## src/rtl/oled_dec_pkg.sv

```systemverilog
package oled_dec_pkg;
  localparam logic [7:0] OP_COL_WIN = 8'h15;
  localparam logic [7:0] OP_ROW_WIN = 8'h75;
  localparam logic [7:0] OP_REMAP   = 8'hA0;
  localparam logic [7:0] OP_GREY    = 8'hB8;
  localparam logic [7:0] OP_IDLE    = 8'hFF;
  localparam int         GREY_ARGS  = 8;
endpackage

```

## src/rtl/oled_opcode_table.sv

```systemverilog
module oled_opcode_table
  import oled_dec_pkg::*;
#(
  parameter int CNT_W = 4
) (
  input  logic [7:0]       opcode,
  output logic [CNT_W-1:0] nargs,
  output logic             known
);
  always_comb begin
    known = 1'b1;
    nargs = '0;
    case (opcode)
      OP_COL_WIN, OP_ROW_WIN: nargs = CNT_W'(2);
      OP_REMAP, 8'h81, 8'hA1, 8'hA2, 8'hA8, 8'hAD,
      8'hB1, 8'hB2, 8'hB3, 8'hBC, 8'hBE, 8'hBF: nargs = CNT_W'(1);
      OP_GREY: nargs = CNT_W'(GREY_ARGS);
      8'h84, 8'h85, 8'h86, 8'hA4, 8'hA5, 8'hA6, 8'hA7,
      8'hAE, 8'hAF, 8'hE3, OP_IDLE: nargs = '0;
      default: known = 1'b0;
    endcase
  end
endmodule

```

## src/rtl/oled_cmd_collect.sv

```systemverilog
module oled_cmd_collect
  import oled_dec_pkg::*;
#(
  parameter int MAX_ARGS = 8,
  localparam int CNT_W = $clog2(MAX_ARGS + 1),
  localparam int IDX_W = $clog2(MAX_ARGS)
) (
  input  logic                  clk,
  input  logic                  rst,
  input  logic                  in_valid,
  input  logic [7:0]            in_byte,
  input  logic                  in_is_data,
  input  logic [CNT_W-1:0]      tbl_nargs,
  input  logic                  tbl_known,
  output logic                  apply_col,
  output logic                  apply_row,
  output logic                  apply_remap,
  output logic [7:0]            arg0,
  output logic [7:0]            arg1,
  output logic                  cmd_strobe,
  output logic [7:0]            cmd_code,
  output logic [MAX_ARGS*8-1:0] cmd_args,
  output logic                  bad_opcode
);
  logic [CNT_W-1:0] cnt_q;
  logic [CNT_W-1:0] need_q;
  logic [7:0]       op_q;
  logic [7:0]       args_q [MAX_ARGS];

  logic             is_cmd, first, done, bad;
  logic [7:0]       op_now;
  logic [IDX_W-1:0] slot;

  always_comb begin
    is_cmd = in_valid && !in_is_data;
    first  = (cnt_q == '0);
    slot   = IDX_W'(cnt_q - 1'b1);
    op_now = first ? in_byte : op_q;
    done   = is_cmd && (first ? (tbl_known && tbl_nargs == '0) : (cnt_q == need_q));
    bad    = is_cmd && first && !tbl_known;
    arg0   = (cnt_q == CNT_W'(1)) ? in_byte : args_q[0];
    arg1   = (cnt_q == CNT_W'(2)) ? in_byte : args_q[1];
    apply_col   = done && op_now == OP_COL_WIN;
    apply_row   = done && op_now == OP_ROW_WIN;
    apply_remap = done && op_now == OP_REMAP;
  end

  always_ff @(posedge clk) begin
    if (rst) begin
      cnt_q      <= '0;
      need_q     <= '0;
      op_q       <= '0;
      cmd_strobe <= 1'b0;
      bad_opcode <= 1'b0;
      cmd_code   <= '0;
      cmd_args   <= '0;
      for (int k = 0; k < MAX_ARGS; k++) args_q[k] <= '0;
    end else begin
      cmd_strobe <= done;
      bad_opcode <= bad;
      if (done) cmd_code <= op_now;
      if (is_cmd) begin
        if (first) begin
          op_q   <= in_byte;
          need_q <= tbl_nargs;
          if (tbl_known && tbl_nargs != '0) cnt_q <= CNT_W'(1);
        end else begin
          args_q[slot] <= in_byte;
          cnt_q        <= done ? '0 : CNT_W'(cnt_q + 1'b1);
        end
      end
      if (done) begin
        for (int k = 0; k < MAX_ARGS; k++)
          cmd_args[k*8 +: 8] <= (!first && slot == IDX_W'(k)) ? in_byte : args_q[k];
      end
    end
  end
endmodule

```

## src/rtl/oled_window_cursor.sv

```systemverilog
module oled_window_cursor #(
  parameter int NUM_COLS = 64,
  parameter int NUM_ROWS = 80,
  localparam int COL_W  = $clog2(NUM_COLS),
  localparam int ROW_W  = $clog2(NUM_ROWS),
  localparam int ADDR_W = $clog2(NUM_COLS * NUM_ROWS)
) (
  input  logic              clk,
  input  logic              rst,
  input  logic              apply_col,
  input  logic              apply_row,
  input  logic              apply_remap,
  input  logic [7:0]        arg0,
  input  logic [7:0]        arg1,
  input  logic              wr_req,
  input  logic [7:0]        wr_byte,
  output logic [COL_W-1:0]  col_lo,
  output logic [COL_W-1:0]  col_hi,
  output logic [ROW_W-1:0]  row_lo,
  output logic [ROW_W-1:0]  row_hi,
  output logic [7:0]        remap_q,
  output logic              wr_en,
  output logic [ADDR_W-1:0] wr_addr,
  output logic [7:0]        wr_data
);
  localparam int VERT_BIT = 2;

  logic [COL_W-1:0] cur_c;
  logic [ROW_W-1:0] cur_r;
  logic [COL_W:0]   nc;
  logic [ROW_W:0]   nr;
  logic [COL_W-1:0] arg0_c, arg1_c;
  logic [ROW_W-1:0] arg0_r, arg1_r;

  always_comb begin
    arg0_c = COL_W'(arg0 % NUM_COLS);
    arg1_c = COL_W'(arg1 % NUM_COLS);
    arg0_r = ROW_W'(arg0 % NUM_ROWS);
    arg1_r = ROW_W'(arg1 % NUM_ROWS);
  end

  // Next cursor position after one write, column-first or row-first
  always_comb begin
    if (!remap_q[VERT_BIT]) begin
      nc = {1'b0, cur_c} + 1'b1;
      nr = {1'b0, cur_r};
      if (nc > {1'b0, col_hi}) begin
        nc = {1'b0, col_lo};
        nr = {1'b0, cur_r} + 1'b1;
      end
      if (nr > {1'b0, row_hi}) nr = {1'b0, row_lo};
    end else begin
      nr = {1'b0, cur_r} + 1'b1;
      nc = {1'b0, cur_c};
      if (nr > {1'b0, row_hi}) begin
        nr = {1'b0, row_lo};
        nc = {1'b0, cur_c} + 1'b1;
      end
      if (nc > {1'b0, col_hi}) nc = {1'b0, col_lo};
    end
  end

  always_ff @(posedge clk) begin
    if (rst) begin
      col_lo  <= '0;
      col_hi  <= COL_W'(NUM_COLS - 1);
      row_lo  <= '0;
      row_hi  <= ROW_W'(NUM_ROWS - 1);
      cur_c   <= '0;
      cur_r   <= '0;
      remap_q <= '0;
      wr_en   <= 1'b0;
      wr_addr <= '0;
      wr_data <= '0;
    end else begin
      wr_en <= wr_req;
      if (wr_req) begin
        wr_addr <= ADDR_W'(cur_r) * ADDR_W'(NUM_COLS) + ADDR_W'(cur_c);
        wr_data <= wr_byte;
        cur_c   <= COL_W'(nc);
        cur_r   <= ROW_W'(nr);
      end
      if (apply_col) begin
        col_lo <= arg0_c;
        col_hi <= arg1_c;
        cur_c  <= arg0_c;
      end
      if (apply_row) begin
        row_lo <= arg0_r;
        row_hi <= arg1_r;
        cur_r  <= arg0_r;
      end
      if (apply_remap) remap_q <= arg0;
    end
  end
endmodule

```

## src/rtl/oled_cmd_decoder.sv

```systemverilog
module oled_cmd_decoder #(
  parameter int NUM_COLS = 64,
  parameter int NUM_ROWS = 80,
  parameter int MAX_ARGS = 8
) (
  input  logic                                  clk,
  input  logic                                  rst,
  input  logic                                  in_valid,
  input  logic [7:0]                            in_byte,
  input  logic                                  in_is_data,
  output logic [$clog2(NUM_COLS)-1:0]           col_lo,
  output logic [$clog2(NUM_COLS)-1:0]           col_hi,
  output logic [$clog2(NUM_ROWS)-1:0]           row_lo,
  output logic [$clog2(NUM_ROWS)-1:0]           row_hi,
  output logic [7:0]                            remap_q,
  output logic                                  cmd_strobe,
  output logic [7:0]                            cmd_code,
  output logic [MAX_ARGS*8-1:0]                 cmd_args,
  output logic                                  bad_opcode,
  output logic                                  wr_en,
  output logic [$clog2(NUM_COLS*NUM_ROWS)-1:0]  wr_addr,
  output logic [7:0]                            wr_data
);
  localparam int CNT_W = $clog2(MAX_ARGS + 1);

  logic [CNT_W-1:0] tbl_nargs;
  logic             tbl_known;
  logic             apply_col, apply_row, apply_remap;
  logic [7:0]       arg0, arg1;

  oled_opcode_table #(.CNT_W(CNT_W)) u_table (
    .opcode (in_byte),
    .nargs  (tbl_nargs),
    .known  (tbl_known)
  );

  oled_cmd_collect #(.MAX_ARGS(MAX_ARGS)) u_collect (
    .clk         (clk),
    .rst         (rst),
    .in_valid    (in_valid),
    .in_byte     (in_byte),
    .in_is_data  (in_is_data),
    .tbl_nargs   (tbl_nargs),
    .tbl_known   (tbl_known),
    .apply_col   (apply_col),
    .apply_row   (apply_row),
    .apply_remap (apply_remap),
    .arg0        (arg0),
    .arg1        (arg1),
    .cmd_strobe  (cmd_strobe),
    .cmd_code    (cmd_code),
    .cmd_args    (cmd_args),
    .bad_opcode  (bad_opcode)
  );

  oled_window_cursor #(.NUM_COLS(NUM_COLS), .NUM_ROWS(NUM_ROWS)) u_cursor (
    .clk         (clk),
    .rst         (rst),
    .apply_col   (apply_col),
    .apply_row   (apply_row),
    .apply_remap (apply_remap),
    .arg0        (arg0),
    .arg1        (arg1),
    .wr_req      (in_valid && in_is_data),
    .wr_byte     (in_byte),
    .col_lo      (col_lo),
    .col_hi      (col_hi),
    .row_lo      (row_lo),
    .row_hi      (row_hi),
    .remap_q     (remap_q),
    .wr_en       (wr_en),
    .wr_addr     (wr_addr),
    .wr_data     (wr_data)
  );
endmodule

```

## config.mk

```make
export PLATFORM = sky130hd
export DESIGN_NAME = oled_cmd_decoder
export DESIGN_NICKNAME = d
export VERILOG_FILES = /design/src/rtl/oled_dec_pkg.sv /design/src/rtl/oled_opcode_table.sv /design/src/rtl/oled_cmd_collect.sv /design/src/rtl/oled_window_cursor.sv /design/src/rtl/oled_cmd_decoder.sv
export SDC_FILE = /design/constraint.sdc
export NUM_CORES = 1
export LEC_CHECK = 0
export BUFFER_PORTS_ARGS = -buffer_cell sky130_fd_sc_hd__buf_2
export CAP_MARGIN = 20
export CELL_PAD_IN_SITES_DETAIL_PLACEMENT = 0
export CELL_PAD_IN_SITES_GLOBAL_PLACEMENT = 1
export CORE_MARGIN = 3
export CORE_UTILIZATION = 44
export CTS_CLUSTER_SIZE = 40
export DETAILED_ROUTE_END_ITERATION = 10
export PLACE_DENSITY_LB_ADDON = 0.12
export SLEW_MARGIN = 0
export SYNTH_ARGS = -nofsm -noshare
export SYNTH_HDL_FRONTEND = slang
export SYNTH_SLANG_ARGS = --single-unit
```

## constraint.sdc

```tcl
create_clock -name clk -period 5.61 [get_ports clk]
set_clock_uncertainty 0.05 [all_clocks]
set_input_delay 0.8415 -clock clk [delete_from_list [all_inputs] [get_ports clk]]
set_output_delay 0.8415 -clock clk [all_outputs]
set_load 0.02 [all_outputs]
```

; ---- Yosys cells after proc, flatten, opt, wreduce, memory -nomap -nowiden
; Memories as Yosys holds them, arrays and structs flattened. A register that Yosys moved wholly into a read port is not among the register bits.
; Cells that the tools add are included.
[totals]
ff_bits = 159
memories = 1
inputBits = 12
wordCells = 142
output_inout_bits = 130
mem_bits_rw = 64
[mem_list]
columns = memory, depth, width, read_ports, rd_clocked_by_memory_dff, wr, line_no
row1 = u_collect.args_q, 8, 8, 8, 6, 8, oled_cmd_collect.sv:28  ; logic [7:0] args_q [MAX_ARGS];
[op_classes]
add_sub_neg = 5
div_mod_pow = 2
n_eq_ne = 40
n_lt_le_gt_ge = 4
reduce_logical = 33
mux = 40
[ops]
columns = op, n
row1 = $eq A8 B8 Y1 const B, 25
row2 = $mux W8, 14
row3 = $mod A8 B7 Y32 const B, 2
row4 = $mux W7, 7
row5 = $mux W6, 5
row6 = $reduce_or A26 Y1, 1
row7 = $logic_and A1 B1 Y1, 18
row8 = $eq A8 B5 Y1 const B, 2
row9 = $eq A8 B7 Y1 const B, 2
row10 = $gt A8 B7 Y1, 2
row11 = $gt A7 B6 Y1, 2
row12 = $add A13 B6 Y13, 1
row13 = $eq A3 B3 Y1 const B, 4
row14 = $mux W4, 3
row15 = $pmux W4 S3, 1
row16 = $reduce_or A12 Y1, 1
row17 = $mux W1, 9
row18 = $add A7 B1 Y8 const B, 1
row19 = $logic_not A4 Y1, 2
row20 = $reduce_or A8 Y1, 1
row21 = $add A6 B1 Y7 const B, 1
row22 = $eq A3 B2 Y1 const B, 2
row23 = $add A4 B1 Y4 const B, 1
row24 = $eq A4 B1 Y1 const B, 1
row25 = 12 further kinds, 16

; ---- Longest topological paths before layout
[depth]
ltp_word = 9
ltp_mapped = 20
ltp_nobuf = 19

; ---- Hierarchy
; A second synthesis with hierarchy kept.
[hier_totals]
cells_unflattened = 1209
area_unflattened_um2 = 12116.6
[modules_own_cells]
columns = module, n_inst, cells_per_inst, area_each_um2, seq_area_each_um2
row1 = oled_cmd_collect, 1, 675, 7579.8, 3723.6
row2 = oled_window_cursor, 1, 498, 4305.4, 1381.3
row3 = oled_opcode_table, 1, 35, 225.2, 0.0
row4 = oled_cmd_decoder, 1, 1, 6.3, 0.0

; ---- Worst setup path before layout
; No wires, ideal clock.
[synth_path]
path_type = flip-flop to flip-flop
from = register u_cursor.cur_r[0]
to = register u_cursor.cur_c[4]
arrival_ns = 4.027
t_required_ns = 5.443
setup_time_ns = 0.117
period_less_slack_ns = 4.193
path_stages_with_launch = 20
setup_slack_ns = 1.417
path_buffers = 1
cell_sequence = dfxtp_1 -> ha_1 -> and3_1 -> clkbuf_1 -> nand3_1 -> xnor2_1 -> ha_1 -> nand3_1 -> nor2_1 -> o22a_1 -> nand2_1 -> mux2_2 -> ha_1 -> nand3_1 -> or2_2 -> o31ai_1 -> nand2_1 -> a21oi_1 -> mux2_2 -> a22o_1
[synth_via]
elab_chain_cells = 9
[synth_rtl]
columns = element, line_no
row1 = from (decl), oled_window_cursor.sv:29  ; logic [ROW_W-1:0] cur_r;
row2 = from (signal assigned), oled_window_cursor.sv:81  ; cur_r <= ROW_W'(nr);
row3 = from (signal assigned), oled_window_cursor.sv:91  ; cur_r <= arg0_r;
row4 = $add A7 B1 Y8 (*), oled_window_cursor.sv:53  ; nr = {1'b0, cur_r} + 1'b1;
row5 = $gt A8 B7 Y1 (*), oled_window_cursor.sv:55  ; if (nr > {1'b0, row_hi}) begin
row6 = $mux W7 (*), oled_window_cursor.sv:55
row7 = $mux W7 (*), oled_window_cursor.sv:44  ; if (!remap_q[VERT_BIT]) begin
row8 = $gt A7 B6 Y1, oled_window_cursor.sv:59  ; if (nc > {1'b0, col_hi}) nc = {1'b0, col_lo};
row9 = $mux W6 (*), oled_window_cursor.sv:59
row10 = $mux W6 (*), oled_window_cursor.sv:44
row11 = $mux W6 (*), oled_window_cursor.sv:77  ; if (wr_req) begin
row12 = $mux W6 (*), oled_window_cursor.sv:83  ; if (apply_col) begin
row13 = to (signal assigned), oled_window_cursor.sv:80  ; cur_c <= COL_W'(nc);
row14 = to (signal assigned), oled_window_cursor.sv:86  ; cur_c <= arg0_c;
row15 = to (decl), oled_window_cursor.sv:28  ; logic [COL_W-1:0] cur_c;
; Every way passes the cells marked *; elsewhere a longest branch is shown, timed or not. The select of a mux whose other input is x is not followed.
; A chain may end at the register's enable or synchronous reset.

; ---- Worst setup path after layout
[layout_path]
from = register u_cursor.cur_c[0]
to = register u_cursor.cur_r[6]
[layout_via]
elab_chain_cells = 9
[layout_rtl]
columns = element, line_no
row1 = $add A6 B1 Y7 (*), oled_window_cursor.sv:45  ; nc = {1'b0, cur_c} + 1'b1;
row2 = $gt A7 B6 Y1 (*), oled_window_cursor.sv:47  ; if (nc > {1'b0, col_hi}) begin
row3 = $mux W8 (*), oled_window_cursor.sv:47
row4 = $mux W8 (*), oled_window_cursor.sv:44
row5 = $gt A8 B7 Y1, oled_window_cursor.sv:51  ; if (nr > {1'b0, row_hi}) nr = {1'b0, row_lo};
row6 = $mux W7 (*), oled_window_cursor.sv:51
row7 = $mux W7 (*), oled_window_cursor.sv:44
row8 = $mux W7 (*), oled_window_cursor.sv:77
row9 = $mux W7 (*), oled_window_cursor.sv:88  ; if (apply_row) begin
; Marks and branches as above.

==> metrics.cfg <==
[place]
dpl.hpwl_um=21800
place_congestion=0.955
placed_area_um2=12000
io_buffers=141

[clock_tree]
ctsResizeCount=0
cts_setup_buffers=0
htreeDepth=1
cts_tree=built
numClockSinks=222
numCtsBuffers=25
cts_hold_buf=0
clk-insertion-delay-late_ns=0.54
clk_pin_slew_ns=0.06
cts_root_buf=clkbuf_16
cts_max_path_buffers=3

[sta]
tightest_slew_ns=1.12
holdWs_ns=0.403
finalCritPeriodShare_pct=89.6
hold_violations=0
slew_violations=0
period_minus_slack_ns=5.03
setup_violations=0
rsz0062_at_grt=false
slew_headroom_pct=24.5
clock.fmax_mhz=199
tns_ns=0

[synth]
syn_avg_cell_area_um2=8.92
synthXorXnorAreaFrac_pct=2.12
yosysSeqAreaShare_pct=45.7
synth_ff_type=dfxtp_1
synthMuxAreaShare_pct=4.65
synth_edf_count=64
syn_inst=1249
synthSimpleGateAreaFrac_pct=22.2
yosysTopAreaCellShare_pct=28.4
syn-num-nets=1299
ys_ff_latch=222
synth_common_cells=nand2_1 (167), dfxtp_1 (158), nor2_1 (138), a21oi_1 (73), clkbuf_1 (72)
syn_area_um2=11100
async_flop_share_pct=0
synthAdderAreaFrac_pct=4.36
synth_top_family_by_area=simple AND/OR/NAND/NOR gates
yosys_warnings=0
synthMostInstantiatedCell=nand2_1
yosysTopAreaCell=dfxtp_1
yosysUniqueCellTypes=70
synth_compound_area_share_pct=16.5
synth_top_cells_by_area=dfxtp_1 (28%), edfxtp_1 (17%), nand2_1 (5.6%)

[detailed_routing]
vias_per_cell=5.74
drt_wl_total_um=32900
antenna_left=0
dr.pass1.iters=7
num_vias=9627
drc=0
wire_per_inst_um=19.6
drtIter0Drc=973

[floorplanning]
core_area_um2=24600
die_y_um=165
ios=142
die-area_um2=27300
start_util_pct=45.3
die_w_um=165
rows=57

[min_path]
hold_path.class=register to register
hold_depth=2

[critical_path]
reg2reg_depth=17
critPathArrivalTime_ns=5.44
critical_path_depth=17
endpoint_kind=register
path_max_fanout=9
crit_path_start_kind=register
required_ns=6.03
crit_path_top_delay_cell=a22oi_1
crit_type=register to register
cp_top_family=compound AO/OA/AOI/OAI gates
max_stage_delay_ns=0.58
path_buf_inv=0
path_cells=nand3_1, nor2_1, xor2_1, ha_1, a21o_1, a2111oi_0, o21bai_1, nand2b_1, xnor2_1, ha_1, a21o_1, a21oi_1, nand3_1, a22oi_1, nor2_1, a2111oi_0, a221o_1

[global_route]
grt_pass1_vias=9021
gr-total-overflow=0
grt_antenna_before_repair=0
grt_max_degree=98
grt_pass1_wl_um=51500
grt_use_total_pct=23.7

[layout]
nFillCells=2336
area_delta_synth_final_pct=14.4
drive_gt1_share_pct=16.9
nets=1386
num_antenna_cells=0
fin_area_um2=12700

[pwr]
cellPowerDensity_nw_per_um2=270
ir_drop_v=0.000186
p_leak_nw=5.20

[job]
max_cap_viol_count=0

[run_status]
status=complete, no violations

[cell usage in the layout (no fill, tap or decap), types with 38 or more instances in the layout]
cell type,instances
edfxtp_1,64
a21oi_1,73
and2_1,52
nand2_1,167
a311oi_1,56
nand3_1,70
nor2_1,138
ha_1,38
buf_2,141
dfxtp_1,158
[per-stage QoR]
| stage | std cells | total power [W] | utilization (%) | worst slack (ns) |
|---|---|---|---|---|
| 6_report | 1678 | 0.00344 | 51.8 | 0.583 |
| 5_1_grt | 1678 | 0.00356 | 51.8 | 0.00411 |
| 4_1_cts | 1675 | 0.00346 | 51.7 | 0.597 |
| 3_5_place_dp | 1630 | 0.00195 | 48.7 | 0.680 |
| 3_3_place_gp | 1630 | 0.00195 | 48.7 | 0.793 |
| 2_1_floorplan | 1249 | 0.00187 | - | 1.42 |
[kinds of logic (layout without fill, tap and decap cells)]
| logic type | count (synthesis) | after routing |
|---|---|---|
| compound gates | 261 | 261 |
| buf+inv | 123 | 228 |
| flops | 222 | 222 |
| fa+ha+maj | 39 | 39 |
| mux | 50 | 50 |
| simple gates | 527 | 527 |
| xor+xnor | 27 | 27 |
[per-layer routing]
layer	part of all wire, %	GRT usage [%]	wire [µm]	vias to the layer above
met4	1.8	5.38	584	0
met2	43	35.1	14100	325
met5	0	0	0	-
met3	7.2	3.92	2380	41
li1	-	-	-	4683
met1	48	36.2	15900	4578
[worst min-delay path, cell delays in order (launching register included)]
cell	delay, ns
dfxtp_1	0.31
nand2_1	0.05
a21oi_1	0.05
[worst paths after layout]
path | startpoint | slack [ns] | end
max reg2reg | u_cursor.cur_c[0]$_SDFFE_PP0P_ | 0.58 | u_cursor.cur_r[6]$_SDFFE_PP0P_
min reg2reg | u_cursor.wr_data[7]$_SDFFE_PP0P_ | 0.40 | u_cursor.wr_data[7]$_SDFFE_PP0P_
min | u_cursor.wr_data[7]$_SDFFE_PP0P_ | 0.40 | u_cursor.wr_data[7]$_SDFFE_PP0P_
max | u_cursor.cur_c[0]$_SDFFE_PP0P_ | 0.58 | u_cursor.cur_r[6]$_SDFFE_PP0P_
[final cells by class]
type                            count  area [µm²]  area share, %
Clock inverter                     13        86.3          0.678
Multi-Input combinational cell    904        5560           43.7
Timing Repair Buffer              161         853           6.70
Tap cell                          324         405           3.18
Sequential cell                   222        5080           39.9
Clock buffer                       32         662           5.20
Inverter                           22        82.6          0.648
[sequential cells by signal (all words and copies together) (netlist names)]
name / count
u_cursor.col_lo: 6
u_cursor.cur_r: 7
u_cursor.col_hi: 6
u_collect.cmd_args: 23
u_cursor.wr_data: 8
u_cursor.row_hi: 7
u_collect.op_q: 8
u_collect.cmd_strobe: 1
u_cursor.wr_en: 1
u_collect.cmd_code: 8
u_collect.args_q: 64
u_collect.cnt_q: 4
cmd_args: 41
u_cursor.row_lo: 7
u_cursor.cur_c: 6
u_collect.need_q: 3
u_cursor.remap_q: 8
u_cursor.wr_addr: 13
u_collect.bad_opcode: 1
[power breakdown]
part | internal, W | leakage [nW] | switching, W
clock network | 0.000842 | 0.370 | 0.000678
registers | 0.00168 | 1.94 | 0.0000199
logic | 0.0000602 | 2.90 | 0.000156
(Power assumes the default switching activity.)
